==> src/rtl/uart_os_rx_pkg.sv <==
package uart_os_rx_pkg;
    typedef enum logic {
        RX_IDLE = 1'b0,
        RX_RECV = 1'b1
    } rx_state_e;

    localparam int FLAG_PE   = 0;
    localparam int FLAG_FE   = 1;
    localparam int FLAG_OE   = 2;
    localparam int FLAG_BE   = 3;
    localparam int NUM_FLAGS = 4;
endpackage

==> src/rtl/rx_sync.sv <==
module rx_sync #(
    parameter int STAGES = 2
) (
    input  logic clk,
    input  logic rst_n,
    input  logic din,
    output logic dout
);
    logic [STAGES-1:0] sh_d, sh_q;

    always_comb begin
        sh_d = {sh_q[STAGES-2:0], din};
    end

    always_ff @(posedge clk or negedge rst_n) begin
        if (!rst_n) sh_q <= '1;
        else        sh_q <= sh_d;
    end

    assign dout = sh_q[STAGES-1];
endmodule

==> src/rtl/rx_deframer.sv <==
module rx_deframer
    import uart_os_rx_pkg::*;
#(
    parameter int OS_RATE = 16,
    parameter int DATA_W  = 8,
    parameter bit PAR_ODD = 1'b0
) (
    input  logic              clk,
    input  logic              rst_n,
    input  logic              tick,
    input  logic              rx_s,
    output logic              hold_vld_o,
    output logic [DATA_W-1:0] hold_o,
    output logic              pe_evt_o,
    output logic              fe_evt_o,
    output logic              brk_evt_o
);
    localparam int FRAME_BITS  = DATA_W + 3;
    localparam int SR_W        = FRAME_BITS + 1;
    localparam int CNT_W       = $clog2(OS_RATE);
    localparam int BIDX_W      = $clog2(FRAME_BITS);
    localparam int FRAME_TICKS = FRAME_BITS * OS_RATE;
    localparam int LOW_W       = $clog2(FRAME_TICKS + 2);
    localparam int SMP_N       = 4;
    localparam int SMP_FIRST   = OS_RATE / 2 - 2;

    typedef struct packed {
        rx_state_e         st;
        logic [CNT_W-1:0]  cnt;
        logic [BIDX_W-1:0] bidx;
        logic [SMP_N-1:0]  smp;
        logic [SR_W-1:0]   sr;
        logic              prev_rx;
        logic [LOW_W-1:0]  low_cnt;
        logic [DATA_W-1:0] hold;
        logic              hold_vld;
        logic              pe_evt;
        logic              fe_evt;
        logic              brk_evt;
    } dfr_t;

    dfr_t q, n;
    logic             in_win;
    logic             agree;
    logic             bitval;
    logic [SR_W-1:0]  sr_nx;
    logic             fe_nx;

    always_comb begin
        n          = q;
        n.hold_vld = 1'b0;
        n.pe_evt   = 1'b0;
        n.fe_evt   = 1'b0;
        n.brk_evt  = 1'b0;

        in_win = (q.cnt >= CNT_W'(SMP_FIRST)) && (q.cnt <= CNT_W'(SMP_FIRST + SMP_N - 1));
        agree  = (q.smp == '0) || (q.smp == '1);
        bitval = q.smp[SMP_N/2];
        sr_nx  = {q.sr[SR_W-1] | ~agree, bitval, q.sr[FRAME_BITS-1:1]};
        fe_nx  = ~sr_nx[FRAME_BITS-1] | sr_nx[SR_W-1] | sr_nx[0];

        // line-low run length for break detection
        if (tick) begin
            n.prev_rx = rx_s;
            if (rx_s) begin
                n.low_cnt = '0;
            end else if (q.low_cnt != LOW_W'(FRAME_TICKS + 1)) begin
                n.low_cnt = q.low_cnt + LOW_W'(1);
                if (q.low_cnt == LOW_W'(FRAME_TICKS)) n.brk_evt = 1'b1;
            end
        end

        case (q.st)
            RX_IDLE: begin
                if (tick && q.prev_rx && !rx_s) begin
                    n.st   = RX_RECV;
                    n.cnt  = CNT_W'(1);
                    n.bidx = '0;
                    n.smp  = '0;
                    n.sr   = '0;
                end
            end
            default: begin
                if (tick) begin
                    if (in_win) n.smp = {rx_s, q.smp[SMP_N-1:1]};
                    if (q.cnt == CNT_W'(OS_RATE - 1)) begin
                        n.cnt = '0;
                        n.smp = '0;
                        if (q.bidx == '0) begin
                            if (q.smp != '0) n.st = RX_IDLE;
                            else             n.bidx = BIDX_W'(1);
                        end else begin
                            n.sr = sr_nx;
                            if (q.bidx == BIDX_W'(FRAME_BITS - 1)) begin
                                n.st     = RX_IDLE;
                                n.fe_evt = fe_nx;
                                n.pe_evt = (^sr_nx[DATA_W:1]) ^ sr_nx[DATA_W+1] ^ PAR_ODD;
                                if (!fe_nx) begin
                                    n.hold     = sr_nx[DATA_W:1];
                                    n.hold_vld = 1'b1;
                                end
                            end else begin
                                n.bidx = q.bidx + BIDX_W'(1);
                            end
                        end
                    end else begin
                        n.cnt = q.cnt + CNT_W'(1);
                    end
                end
            end
        endcase
    end

    always_ff @(posedge clk or negedge rst_n) begin
        if (!rst_n) begin
            q         <= '0;
            q.prev_rx <= 1'b1;
        end else begin
            q <= n;
        end
    end

    assign hold_vld_o = q.hold_vld;
    assign hold_o     = q.hold;
    assign pe_evt_o   = q.pe_evt;
    assign fe_evt_o   = q.fe_evt;
    assign brk_evt_o  = q.brk_evt;

    // a framing fault never releases a byte
    a_r5_fe_drops_byte: assert property (@(posedge clk) disable iff (!rst_n)
        q.fe_evt |-> !q.hold_vld);
    // a break report only comes while the line is sampled low
    a_r7_break_line_low: assert property (@(posedge clk) disable iff (!rst_n)
        q.brk_evt |-> !q.prev_rx);
    // reception only begins after a low sample
    a_r3_start_on_low: assert property (@(posedge clk) disable iff (!rst_n)
        (q.st == RX_RECV && $past(q.st) == RX_IDLE) |-> !q.prev_rx);
endmodule

==> src/rtl/rx_fifo.sv <==
module rx_fifo #(
    parameter int DATA_W = 8,
    parameter int DEPTH  = 16
) (
    input  logic              clk,
    input  logic              rst_n,
    input  logic              wr_en,
    input  logic [DATA_W-1:0] wr_data,
    input  logic              rd_en,
    output logic [DATA_W-1:0] rd_data,
    output logic              full,
    output logic              empty
);
    localparam int AW = $clog2(DEPTH);
    localparam int CW = AW + 1;

    typedef struct packed {
        logic [DEPTH-1:0][DATA_W-1:0] mem;
        logic [AW-1:0]                wp;
        logic [AW-1:0]                rp;
        logic [CW-1:0]                cnt;
        logic [DATA_W-1:0]            rdat;
    } fifo_t;

    fifo_t q, n;
    logic  do_wr, do_rd;

    always_comb begin
        n     = q;
        do_wr = wr_en && (q.cnt != CW'(DEPTH));
        do_rd = rd_en && (q.cnt != '0);
        if (do_wr) begin
            n.mem[q.wp] = wr_data;
            n.wp = (q.wp == AW'(DEPTH - 1)) ? '0 : q.wp + AW'(1);
        end
        if (do_rd) begin
            n.rdat = q.mem[q.rp];
            n.rp   = (q.rp == AW'(DEPTH - 1)) ? '0 : q.rp + AW'(1);
        end
        case ({do_wr, do_rd})
            2'b10:   n.cnt = q.cnt + CW'(1);
            2'b01:   n.cnt = q.cnt - CW'(1);
            default: n.cnt = q.cnt;
        endcase
    end

    always_ff @(posedge clk or negedge rst_n) begin
        if (!rst_n) q <= '0;
        else        q <= n;
    end

    assign rd_data = q.rdat;
    assign full    = (q.cnt == CW'(DEPTH));
    assign empty   = (q.cnt == '0);

    // the writer never pushes into a full queue
    a_r6_no_overflow: assert property (@(posedge clk) disable iff (!rst_n)
        wr_en |-> !full);
    // output only moves on a read
    a_r8_rdata_hold: assert property (@(posedge clk) disable iff (!rst_n)
        !rd_en |=> $stable(rd_data));
    // a read of an empty queue changes nothing
    a_r8_empty_read: assert property (@(posedge clk) disable iff (!rst_n)
        (rd_en && empty && !wr_en) |=> ($stable(rd_data) && empty));
endmodule

==> src/rtl/rx_status.sv <==
module rx_status #(
    parameter int NF = 4
) (
    input  logic          clk,
    input  logic          rst_n,
    input  logic [NF-1:0] evt,
    input  logic          clr,
    output logic [NF-1:0] flags
);
    logic [NF-1:0] flags_d, flags_q;

    always_comb begin
        flags_d = (clr ? '0 : flags_q) | evt;
    end

    always_ff @(posedge clk or negedge rst_n) begin
        if (!rst_n) flags_q <= '0;
        else        flags_q <= flags_d;
    end

    assign flags = flags_q;

    // without a clear, no flag drops
    a_r9_sticky: assert property (@(posedge clk) disable iff (!rst_n)
        !clr |=> ((flags & $past(flags)) == $past(flags)));
    // an event during a clear survives
    a_r9_set_wins: assert property (@(posedge clk) disable iff (!rst_n)
        clr |=> (flags == $past(evt)));
endmodule

==> src/rtl/uart_os_rx.sv <==
module uart_os_rx
    import uart_os_rx_pkg::*;
#(
    parameter int OS_RATE     = 16,
    parameter int DATA_W      = 8,
    parameter int FIFO_DEPTH  = 16,
    parameter int SYNC_STAGES = 2,
    parameter bit PAR_ODD     = 1'b0
) (
    input  logic                 clk,
    input  logic                 rst_n,
    input  logic                 os_tick,
    input  logic                 rx_line,
    input  logic                 rd_en,
    output logic [DATA_W-1:0]    rd_data,
    output logic                 rx_avail,
    input  logic                 stat_rd,
    output logic [NUM_FLAGS-1:0] status
);
    logic              rx_s;
    logic              hold_vld;
    logic [DATA_W-1:0] hold;
    logic              pe_evt, fe_evt, brk_evt;
    logic              q_full, q_empty;
    logic              push;
    logic [NUM_FLAGS-1:0] evt;

    rx_sync #(.STAGES(SYNC_STAGES)) u_sync (
        .clk(clk), .rst_n(rst_n), .din(rx_line), .dout(rx_s)
    );

    rx_deframer #(.OS_RATE(OS_RATE), .DATA_W(DATA_W), .PAR_ODD(PAR_ODD)) u_dfr (
        .clk(clk), .rst_n(rst_n), .tick(os_tick), .rx_s(rx_s),
        .hold_vld_o(hold_vld), .hold_o(hold),
        .pe_evt_o(pe_evt), .fe_evt_o(fe_evt), .brk_evt_o(brk_evt)
    );

    always_comb begin
        push          = hold_vld && !q_full;
        evt           = '0;
        evt[FLAG_PE]  = pe_evt;
        evt[FLAG_FE]  = fe_evt;
        evt[FLAG_OE]  = hold_vld && q_full;
        evt[FLAG_BE]  = brk_evt;
    end

    rx_fifo #(.DATA_W(DATA_W), .DEPTH(FIFO_DEPTH)) u_fifo (
        .clk(clk), .rst_n(rst_n), .wr_en(push), .wr_data(hold),
        .rd_en(rd_en), .rd_data(rd_data), .full(q_full), .empty(q_empty)
    );

    rx_status #(.NF(NUM_FLAGS)) u_stat (
        .clk(clk), .rst_n(rst_n), .evt(evt), .clr(stat_rd), .flags(status)
    );

    assign rx_avail = !q_empty;

    // a byte offered to a full queue raises the overrun flag
    a_r6_overrun_flag: assert property (@(posedge clk) disable iff (!rst_n)
        (hold_vld && q_full) |=> status[FLAG_OE]);
    // a stored byte makes data available on the next cycle
    a_r10_avail_after_push: assert property (@(posedge clk) disable iff (!rst_n)
        push |=> rx_avail);
endmodule

==> config.mk <==
export PLATFORM = sky130hd
export DESIGN_NAME = uart_os_rx
export DESIGN_NICKNAME = d
export VERILOG_FILES = /design/src/rtl/uart_os_rx_pkg.sv /design/src/rtl/rx_sync.sv /design/src/rtl/rx_deframer.sv /design/src/rtl/rx_fifo.sv /design/src/rtl/rx_status.sv /design/src/rtl/uart_os_rx.sv
export SDC_FILE = /design/constraint.sdc
export NUM_CORES = 1
export LEC_CHECK = 0
export CAP_MARGIN = 40
export CORE_AREA = 2 2 157 159
export DETAILED_ROUTE_END_ITERATION = 8
export DIE_AREA = 0 0 159 161
export MAX_ROUTING_LAYER = met4
export PLACE_DENSITY = 0.63
export SETUP_SLACK_MARGIN = 0.02
export SKIP_LAST_GASP = 1
export SYNTH_ARGS = -nofsm -noshare
export SYNTH_HDL_FRONTEND = slang
export SYNTH_SLANG_ARGS = --single-unit
==> constraint.sdc <==
create_clock -name clk -period 3.8 [get_ports clk]
set_input_delay 0.95 -clock clk [delete_from_list [all_inputs] [get_ports clk]]
set_output_delay 0.95 -clock clk [all_outputs]
set_load 0.02 [all_outputs]
==> out/qor.txt <==
=======================================================================================
Clk Tree Root Cell .......................................................    clkbuf_16
Finished Cell Area .......................................................    10520 um2
Fraction of registers with async set/reset ...............................       100.0%
Area contributors post-synth ............................................. dfrtp_1 (52%), mux2_2 (16%), mux2i_1 (4.6%), ha_1 (2.5%), mux4_2 (1.9%)
Actual transition at the worst max-transition pin ........................     814.8 ps
Relative area change from synthesis to final layout ......................       11.86%
Wire length of the first global-routing pass .............................     32060 um
Sum of routed wire length over all layers ................................     19130 um
Worst-case setup slack after placement ...................................     456.0 ps
Synth area leader ........................................................      dfrtp_1
Rows .....................................................................           57
Initial antenna violation count ..........................................            0
Die height ...............................................................       161 um
Number of diodes added for antenna fixing ................................            0
Final worst setup slack ..................................................     760.4 ps
Maximum clock path buffer count ..........................................            2
Maximum clock frequency ..................................................    329.0 MHz
Power per standard cell area ............................................. 542.8 nW/um2
Status ...................................................................    completed
Depth of the worst register-to-register path .............................           11
Number of I/O pins .......................................................           19
Fraction of synthesized cell area taken by the top area cell type ........       52.44%
Worst max-slew margin expressed relative to the limit ....................       44.28%
Wire length per cell .....................................................     17.55 um
Ranking of synthesized cells by instance count ........................... dfrtp_1 (197), mux2_2 (132), nand2_1 (47)
Max capacitance violation total ..........................................            0
Die outline area .........................................................    25600 um2
Clock tree from TritonCTS ................................................          yes
Synth Area per Inst ......................................................    12.45 um2
Crit Path Category ....................................................... register to register
Fillcell total ...........................................................         2279
Initial Util .............................................................       39.23%
Synthesis-stage register bit count .......................................          200
1st-pass router iterations ...............................................            4
CP arrival ...............................................................      3360 ps
Critical register-to-register path endpoint .............................. u_fifo.q[12]
Post-layout util .........................................................       43.88%
Final count of pins violating max slew ...................................            0
Class of the tightest hold or removal check .............................. register to register
Post-cts sizing count ....................................................            0
Total Routing Usage GR ...................................................       16.34%
Layout Nets ..............................................................          779
Horiz. Die Dim ...........................................................       159 um
Total of hold buffers inserted after clock tree synthesis ................            0
Final critical-path required period ......................................      3040 ps
Setup bufs post-CTS ......................................................            0
Leading cell type by number of instances after synthesis .................      dfrtp_1
Final worst clock skew ...................................................     13.18 ps
Number of setup violations in the final report ...........................            0
Number of synthesized flops with an enable pin ...........................            0
Most common flop cell mapped by yosys ....................................      dfrtp_1
Area of all sequential standard cells ....................................     5009 um2
Final critical-path share of the clock period ............................       79.99%
Hold depth ...............................................................            0
Register-to-register path setup slack ....................................       760 ps
Area occupied by multi-input gates .......................................     4105 um2
Pin count of the biggest net entering global routing .....................           88
Final routed DRC violation total .........................................            0
Total gr overflow ........................................................            0
IO buf count .............................................................           18
Synth warn ...............................................................            0
Final hold slack .........................................................     358.0 ps
Startpoint of the most critical hold path ................................ u_sync.sh_q[0]
Via count of the first global-routing pass ...............................         5733
Sinks on Clock Net .......................................................          200
Via density per instance .................................................        5.268
Number of violations reported at the end of detailed-routing iteration 0 .          291
Worst VDD drop ...........................................................     256.3 uV
Final-report hold violation count ........................................            0
Distinct cell type count after synthesis .................................           55
Category of the worst setup path capture point ...........................     register
Total nets after synthesis ...............................................          781
Fin Setup TNS ............................................................         0 ps
WHS Endpoint ............................................................. u_sync.sh_q[1]
Largest fanout of any net on the critical path ...........................           11
RSZ-0062 raised after global routing .....................................        false
Lkg Pwr ..................................................................     4.938 nW
Number of nets with antenna violations after detailed routing ............            0
Placer Congestion ........................................................       0.8134
Category of the worst setup path launch point ............................     register
DPL Wire Length ..........................................................     12400 um
Overall via count from detail_route ......................................         5742
Max H-tree Level .........................................................            4
Data required time of the critical path ..................................      4120 ps
Critical register-to-register path startpoint ............................  u_fifo.q[9]
Clock slew at the register clock pins of the worst setup and hold paths ..        70 ps
Count of mapped cells out of synthesis ...................................          755
Sequential area share after synthesis ....................................       53.28%
DP Area ..................................................................     9894 um2
Clock buffer count from CTS ..............................................           17
Core box area ............................................................    23960 um2
Share of final-layout standard cells stronger than drive strength 1 ......       27.15%
Mapped cell area .........................................................     9400 um2
Clock network latency to the later pin of the worst-skew pair ............       440 ps
=======================================================================================
-- layout make-up --
type                       instances  share of cell area, %
inverter                          17                 0.6069
multi-input combinational        488                  39.04
clock inverter                    14                  1.725
tap                              324                  3.855
sequential                       200                  47.63
clock buffer                      18                  4.177
timing repair buffer              29                  2.963
-- sequential cells by signal, summed over array words and instances, names as in the netlist --
| name | count |
|---|---|
| u_fifo.rd_data | 8 |
| u_dfr.pe_evt_o | 1 |
| u_dfr.q | 32 |
| u_dfr.bitval | 1 |
| u_sync.sh_q | 2 |
| u_dfr.hold_vld_o | 1 |
| u_dfr.hold_o | 8 |
| u_dfr.fe_evt_o | 1 |
| u_fifo.q | 141 |
| u_stat.flags | 4 |
| u_dfr.brk_evt_o | 1 |
-- cells in the final DEF, fill, tap and decap left out, types with 17 or more instances in the layout --
cell,netlist,final
clkbuf_16,0,17
dfrtp_1,197,197
ha_1,19,19
o21ai_0,30,30
nand2_1,47,47
mux2_2,132,132
mux2i_1,43,43
nor2_1,31,31
clkdlybuf4s50_1,0,17
o22ai_1,17,17
-- worst max-delay path, cell delays in order (launching register included) --
cell and delay, ps:
dfrtp_1 420, nor4_2 520, a21boi_2 220, inv_2 150, ha_1 230, inv_1 100, fa_1 400, nor2b_1 110
o21ai_0 100, nand3_1 90, or3b_2 450, xnor2_1 130
-- logic make-up (layout without fill, tap and decap cells) --
| group | after synthesis | count (layout) | synth area share, % |
|---|---|---|---|
| compound gates | 108 | 108 | 7.520 |
| xor+xnor | 15 | 15 | 1.398 |
| fa+ha+maj | 20 | 20 | 2.742 |
| buf+inv | 67 | 78 | 3.141 |
| flops | 200 | 200 | 53.28 |
| mux | 190 | 190 | 23.15 |
| simple gates | 155 | 155 | 8.772 |
-- how the worst max path moves through the flow --
stage	startpoint	endpoint	slack, ps
2_1_floorplan	rd_en	u_fifo.q[12]	510
3_3_place_gp	rd_en	u_fifo.q[12]	470
3_5_place_dp	rd_en	u_fifo.q[12]	460
4_1_cts	u_fifo.q[9]	u_fifo.q[12]	740
5_1_grt	u_fifo.q[9]	u_fifo.q[12]	490
6_report	u_fifo.q[9]	u_fifo.q[12]	760
-- metrics by stage --
step	total power [W]	std cells
2_1_floorplan	0.003470	755
6_report	0.005707	1090
5_1_grt	0.006026	1090
4_1_cts	0.005778	1090
3_3_place_gp	0.003833	1057
3_5_place_dp	0.003875	1058
-- routing by layer --
layer | vias to the layer above | track usage, % | wire (um)
met1 | 2931 | 22.42 | 9421
met4 | 0 | 7.025 | 564
met2 | 68 | 24.45 | 8794
met5 | - | - | 0
li1 | 2714 | - | -
met3 | 29 | 2.311 | 348
-- power by group --
| group | leakage (nW) | internal (W) | switching (W) | total, W |
|---|---|---|---|---|
| clock | 0.296 | 0.00102 | 0.000860 | 0.00188 |
| sequential | 2.73 | 0.00228 | 0.000223 | 0.00251 |
| combinational | 1.91 | 0.000575 | 0.000745 | 0.00132 |
Power figures use the tool's default switching activity.
